==> src/rtl/useq_next_addr.sv <==
module useq_next_addr #(
  parameter int AW = 7,
  parameter int OPW = 4,
  parameter int RESET_ADDR = 64
) (
  input  logic          clk,
  input  logic          rst,
  input  logic [1:0]    cond_sel,
  input  logic [1:0]    seq_kind,
  input  logic [AW-1:0] target,
  input  logic          ind_bit,
  input  logic          acc_neg,
  input  logic          acc_zero,
  input  logic [OPW-1:0] opcode,
  output logic [AW-1:0] car
);
  localparam int PADL = AW - OPW - 2;

  logic [AW-1:0] ret_q, inc, mapped, nxt;
  logic          test, hi, lo, load_ret;
  logic [1:0]    src;

  always_comb begin
    case (cond_sel)
      2'd0:    test = 1'b1;
      2'd1:    test = ind_bit;
      2'd2:    test = acc_neg;
      default: test = acc_zero;
    endcase
  end

  assign hi       = seq_kind[1];
  assign lo       = seq_kind[0];
  assign src      = {(hi & lo) | (~hi & test), hi};
  assign load_ret = ~hi & lo & test;
  assign inc      = car + 1'b1;
  assign mapped   = {{PADL{1'b0}}, opcode, 2'b00};

  always_comb begin
    case (src)
      2'b00:   nxt = inc;
      2'b01:   nxt = ret_q;
      2'b10:   nxt = target;
      default: nxt = mapped;
    endcase
  end

  always_ff @(posedge clk) begin
    if (rst) begin
      car   <= AW'(RESET_ADDR);
      ret_q <= '0;
    end else begin
      car <= nxt;
      if (load_ret) ret_q <= inc;
    end
  end

  p_reset_addr_r1: assert property (@(posedge clk) rst |=> car == AW'(RESET_ADDR));
  p_ret_target_r5: assert property (@(posedge clk) disable iff (rst)
    seq_kind == 2'd2 |=> car == $past(ret_q));
  p_map_aligned_r6: assert property (@(posedge clk) disable iff (rst)
    seq_kind == 2'd3 |=> car[1:0] == 2'b00 && car[AW-1] == 1'b0);
  p_jump_taken_r3: assert property (@(posedge clk) disable iff (rst)
    (seq_kind == 2'd0 && cond_sel == 2'd0) |=> car == $past(target));
  p_ret_hold_r8: assert property (@(posedge clk) disable iff (rst)
    seq_kind != 2'd1 |=> $stable(ret_q));
  p_wrap_r7: assert property (@(posedge clk) disable iff (rst)
    (seq_kind == 2'd0 && cond_sel == 2'd1 && !ind_bit && car == '1) |=> car == '0);
endmodule

==> config.mk <==
export PLATFORM = sky130hd
export DESIGN_NAME = useq_next_addr
export DESIGN_NICKNAME = d
export VERILOG_FILES = /design/src/rtl/useq_next_addr.sv
export SDC_FILE = /design/constraint.sdc
export NUM_CORES = 1
export LEC_CHECK = 0
export BUFFER_PORTS_ARGS = -buffer_cell sky130_fd_sc_hd__buf_4
export CORE_ASPECT_RATIO = 0.75
export CORE_UTILIZATION = 40
export DETAILED_ROUTE_END_ITERATION = 8
export GPL_TIMING_DRIVEN = 1
export MAX_ROUTING_LAYER = met4
export PLACE_DENSITY_LB_ADDON = 0.1
export SETUP_SLACK_MARGIN = 0.02
export SLEW_MARGIN = 30
export SYNTH_ARGS = -nofsm -noshare
export SYNTH_HDL_FRONTEND = slang
export SYNTH_SLANG_ARGS = --single-unit
==> constraint.sdc <==
create_clock -name clk -period 2 [get_ports clk]
set_clock_uncertainty 0.05 [all_clocks]
set_input_delay 0.3 -clock clk [delete_from_list [all_inputs] [get_ports clk]]
set_output_delay 0.3 -clock clk [all_outputs]
set_load 0.01 [all_outputs]
==> impl_metrics.ini, run 1 <==
[run_status]
status = finished, final reports clean

[floorplanning]
dieArea_mm2 = 0.002069
die_w_um = 52.19
rows = 13
num_io_pins = 27
fp.dieH_um = 39.65
core_mm2 = 0.001757
start_util_pct = 43.02

[finish]
drive_above_1_share_pct = 34.55
final_cells = 132
antennaDiodeCount = 0
layout_common_cells = 27 x buf_4, 14 x dfxtp_1, 7 x nor2_1, 6 x o21ai_0, 6 x nand2_1
postLayoutCellArea_um2 = 999.7
final_util_pct = 56.91
layout_commonest_cell = buf_4
nets = 132
syn_to_final_growth_pct = 32.28

[clock_tree]
cts_sinks = 14
cts-resized-gates = 0
cts.clk_slew.worst_paths_ns = 0.09
cts_tree = built
cts_max_path_buffers = 2
cts_buffers = 3
cts_root_buffer = clkbuf_4
post-cts-setup-buffers = 0
clk_latency_ns = 0.28
htreeDepth = 1
ctsHoldBuffers = 0

[sta]
tns_ns = 0
finalSetupViolations = 0
worstMarginPinSlew_ns = 0.5809
finalCriticalPeriod_ns = 1.510
drv_slew = 0
hold_violations = 0
max-slew-margin-rel_pct = 61.20
fmaxAchievable_ghz = 0.6621
rsz0062_at_grt = no
finalCritPeriodShare_pct = 75.51

[synth]
synth_cells = 83
synth.avg_cell_area_um2 = 9.105
synth_warnings = 0
synth_fp_nets = 104
yosysSeqAreaShare_pct = 37.09
synth_cell_types = 26
synth_area_um2 = 755.7
synth-seq-cells = 14

[power]
p_sw_uw = 174.2
p_int_uw = 477.7
ir_drop_uv = 531.0
powerDensity_mw_per_mm2 = 652.1
pwr-share-clk_pct = 31.6
p_comb_share_pct = 20.4
power_frac_seq_pct = 48.0
leakage_nw = 0.3907
power_switching_share_pct = 26.72

[setup_path]
worst_setup_path_start_kind = input port
critPathTopFamily = compound AO/OA/AOI/OAI gates
crit_slowest_cell = a211oi_2
critPathMaxStageDelay_ns = 0.58
crit_type = in2reg
crit_chain = buf_4, mux2i_1, a211oi_2, a22oi_1, a221oi_1
crit_fanout = 7
crit_arrival_ns = 1.65
worstSetupEndpointType = flip-flop
crit_buf_inv = 1
crit_required_ns = 2.14

[route]
viasPerCell = 5.136
wire_per_inst_um = 12.94
first_pass_iters = 4
vias = 678
route.detailed.drc = 0
ant_nets = 0
drt-total-wl_mm = 1.708
drt_iter0_markers = 8

[placement]
dp_hpwl_mm = 1.279
port_buffers = 26
place_area_um2 = 963.4
dp_cells = 128
gp_congestion = 0.7944

[global_routing]
grt_pass1_wl_mm = 2.898
track_usage_pct = 20.42
grt_max_degree = 15
antenna_found_initial = 0
grt_pass1_vias = 679
grt_overflow = 0

[hold_path]
holdCritPathClass = in2reg

[flow_run]
drv_cap = 0
[routing by layer]
metal  track usage [%]  vias up  share of wire (%)
li1                  -      361                  -
met1             24.65      298                 50
met2             34.62       17                 44
met3             6.977        2                5.5
met4             1.974        0               0.59
met5                 -        -                  0
[path summary, 6_finish.rpt]
check / end / start / cells past startpoint / slack, ns
hold / removal: car[6]$_SDFF_PP1_ / target[6] / 3 / 0.20
setup / recovery: car[0]$_SDFF_PP0_ / cond_sel[0] / 5 / 0.49
setup reg to reg: ret_q[6]$_SDFFE_PP0P_ / car[0]$_SDFF_PP0_ / 5 / 0.53
hold reg to reg: car[6]$_SDFF_PP1_ / ret_q[6]$_SDFFE_PP0P_ / 2 / 0.45
[power groups by stage]
stage	Clock, mW	Combinational (mW)	Sequential, mW
finish	0.206	0.133	0.313
floorplan	0	0.0701	0.321
CTS	0.210	0.135	0.313
detailed placement	0	0.134	0.319
global route	0.223	0.149	0.316
global placement	0	0.133	0.319
[area by class of cell]
type,instances,area (um2)
timing repair buffer,27,202.7
tap,22,27.53
sequential,14,280.3
fill,177,757.0
multi-input combinational,62,441.7
clock buffer,4,36.28
inverter,3,11.26
[worst reg2reg max path, cell delays in order (launching register included)]
cell and delay (ns):
dfxtp_1 0.44, ha_1 0.22, and3_1 0.21, nand3_1 0.10, xor2_1 0.17, a211oi_2 0.21
[Yosys cell counts]
cell       number  area (um2)
a31oi_1         5       31.28
a21o_1          1       7.510
clkbuf_1        3       11.26
a211oi_1        2       15.01
nor3b_2         1       12.51
a22oi_1         3       22.52
dfxtp_1        14       280.3
and3_1          1       6.260
nand3_1         3       15.01
a221oi_1        3       26.28
mux2i_1         2       20.02
or3_1           1       6.260
o21bai_1        5       37.54
nand2_1         6       22.52
inv_2           1       3.750
inv_1           2       7.510
o21ai_0         6       30.03
xor2_1          2       17.52
buf_6           1       11.26
a211oi_2        4       50.05
or2_1           5       31.28
xnor2_1         2       17.52
nor2b_1         1       6.260
a2111oi_4       1       27.53
nor2_1          7       26.28
ha_1            1       12.51
[stage by stage]
step	hold slack [ns]	setup WS (ns)	power, mW
CTS	0.1978	0.5105	0.6570
detailed placement	0.4339	0.2117	0.4537
finish	0.2006	0.4898	0.6519
global route	0.2337	0.3897	0.6877
floorplan	0.3924	0.4973	0.3915
global placement	0.4279	0.2309	0.4517
[state kept, by name, indices dropped and copies added (netlist names)]
signal	count
car	7
ret_q	7
[cells by family (layout without fill, tap and decap cells)]
family / count (synthesis) / count (layout) / synth area share, %
AOI/OAI and AO/OA: 30 / 30 / 32.78
and+or+nand+nor: 25 / 25 / 16.72
DFF: 14 / 14 / 37.09
buffers and inverters: 7 / 34 / 4.470
xor gates and xnor gates: 4 / 4 / 4.637
muxes: 2 / 2 / 2.649
adders and majority gates: 1 / 1 / 1.655
Note: power is estimated with default switching activity, not from simulation.
==> inputs of run 2 (changes only) <==
- ABC_AREA: default -> 1
- clock period: 2 -> 1.3 ns (I/O delays scaled with it)
==> impl_metrics.ini, run 2 <==
[clock_tree]
clk_latency_ns = 0.29
cts_root_buffer = clkbuf_4
htreeDepth = 1
cts.clk_slew.worst_paths_ns = 0.08
ctsHoldBuffers = 0
cts_sinks = 14
cts_tree = built
post-cts-setup-buffers = 0
cts_buffers = 3
cts_max_path_buffers = 2

[placement]
gp_congestion = 0.8193
dp_hpwl_mm = 1.785
port_buffers = 26
place_ws_ns = 0.03534
dp_cells = 191

[run_status]
status = finished, final reports clean

[power]
ir_drop_uv = 584.7
leakage_nw = 0.6285
powerDensity_mw_per_mm2 = 914.3

[synth]
synth-xor-area-share_pct = 2.983
synth_mux_area_share_pct = 0
yosys.area_share.simple_pct = 45.31
synth_area_leaders = dfxtp_1 32%, nand2_1 16%, nor2_1 10%
synth_fa_ha_area_share_pct = 1.420
yosysTopAreaCellShare_pct = 31.82
ys.flop_type = dfxtp_1
synth_area_um2 = 880.8
synth-seq-cells = 14
synth_cells = 140
yosysSeqAreaShare_pct = 31.82
synth_fp_nets = 161
synthArstFlopShare_pct = 0
ys_top_cells_by_count = 37 x nand2_1, 24 x nor2_1, 22 x inv_1
synth_edf_count = 0
synth_largest_area_cell = dfxtp_1
synth_top_family_by_area = simple AND/OR/NAND/NOR gates
synth.avg_cell_area_um2 = 6.292
synth.most_common_cell = nand2_1
synth-compound-area-share_pct = 5.682
synth_cell_types = 17
synth_warnings = 0

[global_routing]
antenna_found_initial = 0
grt_max_degree = 15
grt_overflow = 0
grt_pass1_wl_mm = 3.781
grt_pass1_vias = 848
track_usage_pct = 21.67

[finish]
regArea_um2 = 287.8
layout_commonest_cell = nand2_1
final_cells = 195
nets = 193
largestRegisters = car (7), ret_q (7)
multi_input_area_um2 = 516.7
antennaDiodeCount = 0
drive_above_1_share_pct = 26.32
syn_to_final_growth_pct = 33.81
layout_common_cells = 37 x nand2_1, 30 x buf_4, 24 x nor2_1, 22 x inv_1, 12 x nand3_1
nFillCells = 205

[sta]
tns_ns = 0
finalCriticalPeriod_ns = 1.191
layout_setup_ws_ns = 0.1088
finalSetupViolations = 0
finalCritPeriodShare_pct = 91.63
worstMarginPinSlew_ns = 0.4118
rsz0062_at_grt = no
max-slew-margin-rel_pct = 72.51
hold_violations = 0
drv_slew = 0
fmaxAchievable_ghz = 0.8395

[flow_run]
drv_cap = 0

[route]
drt-total-wl_mm = 2.307
ant_nets = 0
drt_iter0_markers = 49
first_pass_iters = 4
wire_per_inst_um = 11.83
route.detailed.drc = 0
vias = 983
viasPerCell = 5.041

[floorplanning]
dieArea_mm2 = 0.002396
fp.dieH_um = 42.64
num_io_pins = 27
core_mm2 = 0.002032
rows = 14
die_w_um = 56.19
start_util_pct = 43.35

[setup_path]
worst_setup_path_start_kind = flip-flop
crit_type = reg2reg
crit_fanout = 4
crit_arrival_ns = 1.33
rrSetupSlack_ns = 0.11
worstSetupEndpointType = flip-flop
crit_required_ns = 1.44

[hold_path]
holdCritPathClass = in2reg
run 2: cells by family (layout without fill, tap and decap cells):
| logic type | after synthesis | in the layout |
|---|---|---|
| flip-flops | 14 | 14 |
| AO/OA/AOI/OAI | 10 | 10 |
| XOR/XNOR | 3 | 3 |
| adder cells (fa/ha/maj) | 1 | 1 |
| AND/OR/NAND/NOR | 87 | 87 |
| buffers and inverters | 25 | 56 |
run 2: layout make-up:
class	count	share of cell area, %
multi-input combinational	101	43.84
inverter	22	7.006
clock buffer	4	3.079
tap	24	2.548
timing repair buffer	30	19.11
sequential	14	24.42
run 2: path summary, 6_finish.rpt:
path / startpoint / end / cells after the start
worst max-delay path: car[0]$_SDFF_PP0_ / ret_q[4]$_SDFFE_PP0P_ / 6
worst min-delay path: rst / car[2]$_SDFF_PP0_ / 4
worst max register to register: car[0]$_SDFF_PP0_ / ret_q[4]$_SDFFE_PP0P_ / 6
worst min register to register: ret_q[2]$_SDFFE_PP0P_ / ret_q[2]$_SDFFE_PP0P_ / 4
run 2: where the power goes:
part	switching, mW	internal (mW)
Sequential	0.0271	0.462
Clock	0.145	0.171
Combinational	0.145	0.127
Total	0.317	0.760
run 2: per-layer routing:
metal  GRT usage [%]  vias up  part of all wire, %
met4           7.805        0                  2.0
met2           31.67       39                   42
met5               -        -                    0
met3           7.099        8                  7.6
li1                -      508                    -
met1           28.01      428                   48
run 2: through the flow:
step | instance area (um2) | power (mW) | hold WS [ns] | utilization (%)
after global placement | 1106 | 0.7499 | 0.4089 | 54.43
after detailed placement | 1106 | 0.7566 | 0.4114 | 54.43
after CTS | 1145 | 1.074 | 0.1007 | 56.34
after floorplan | 880.8 | 0.6383 | 0.2931 | -
after global routing | 1179 | 1.147 | 0.09851 | 58.00
final | 1179 | 1.078 | 0.09554 | 58.00
run 2: what timing repair did:
item,CTS,global route
gates resized for setup,1,10
pin swaps,0,2
setup endpoints to repair,2,8
run 2: worst max-delay path: stages, from the launching register on:
cell,delay (ns)
dfxtp_4,0.37
ha_4,0.17
nand3_1,0.09
xor2_1,0.19
inv_1,0.06
nor2_1,0.10
nor2_1,0.06
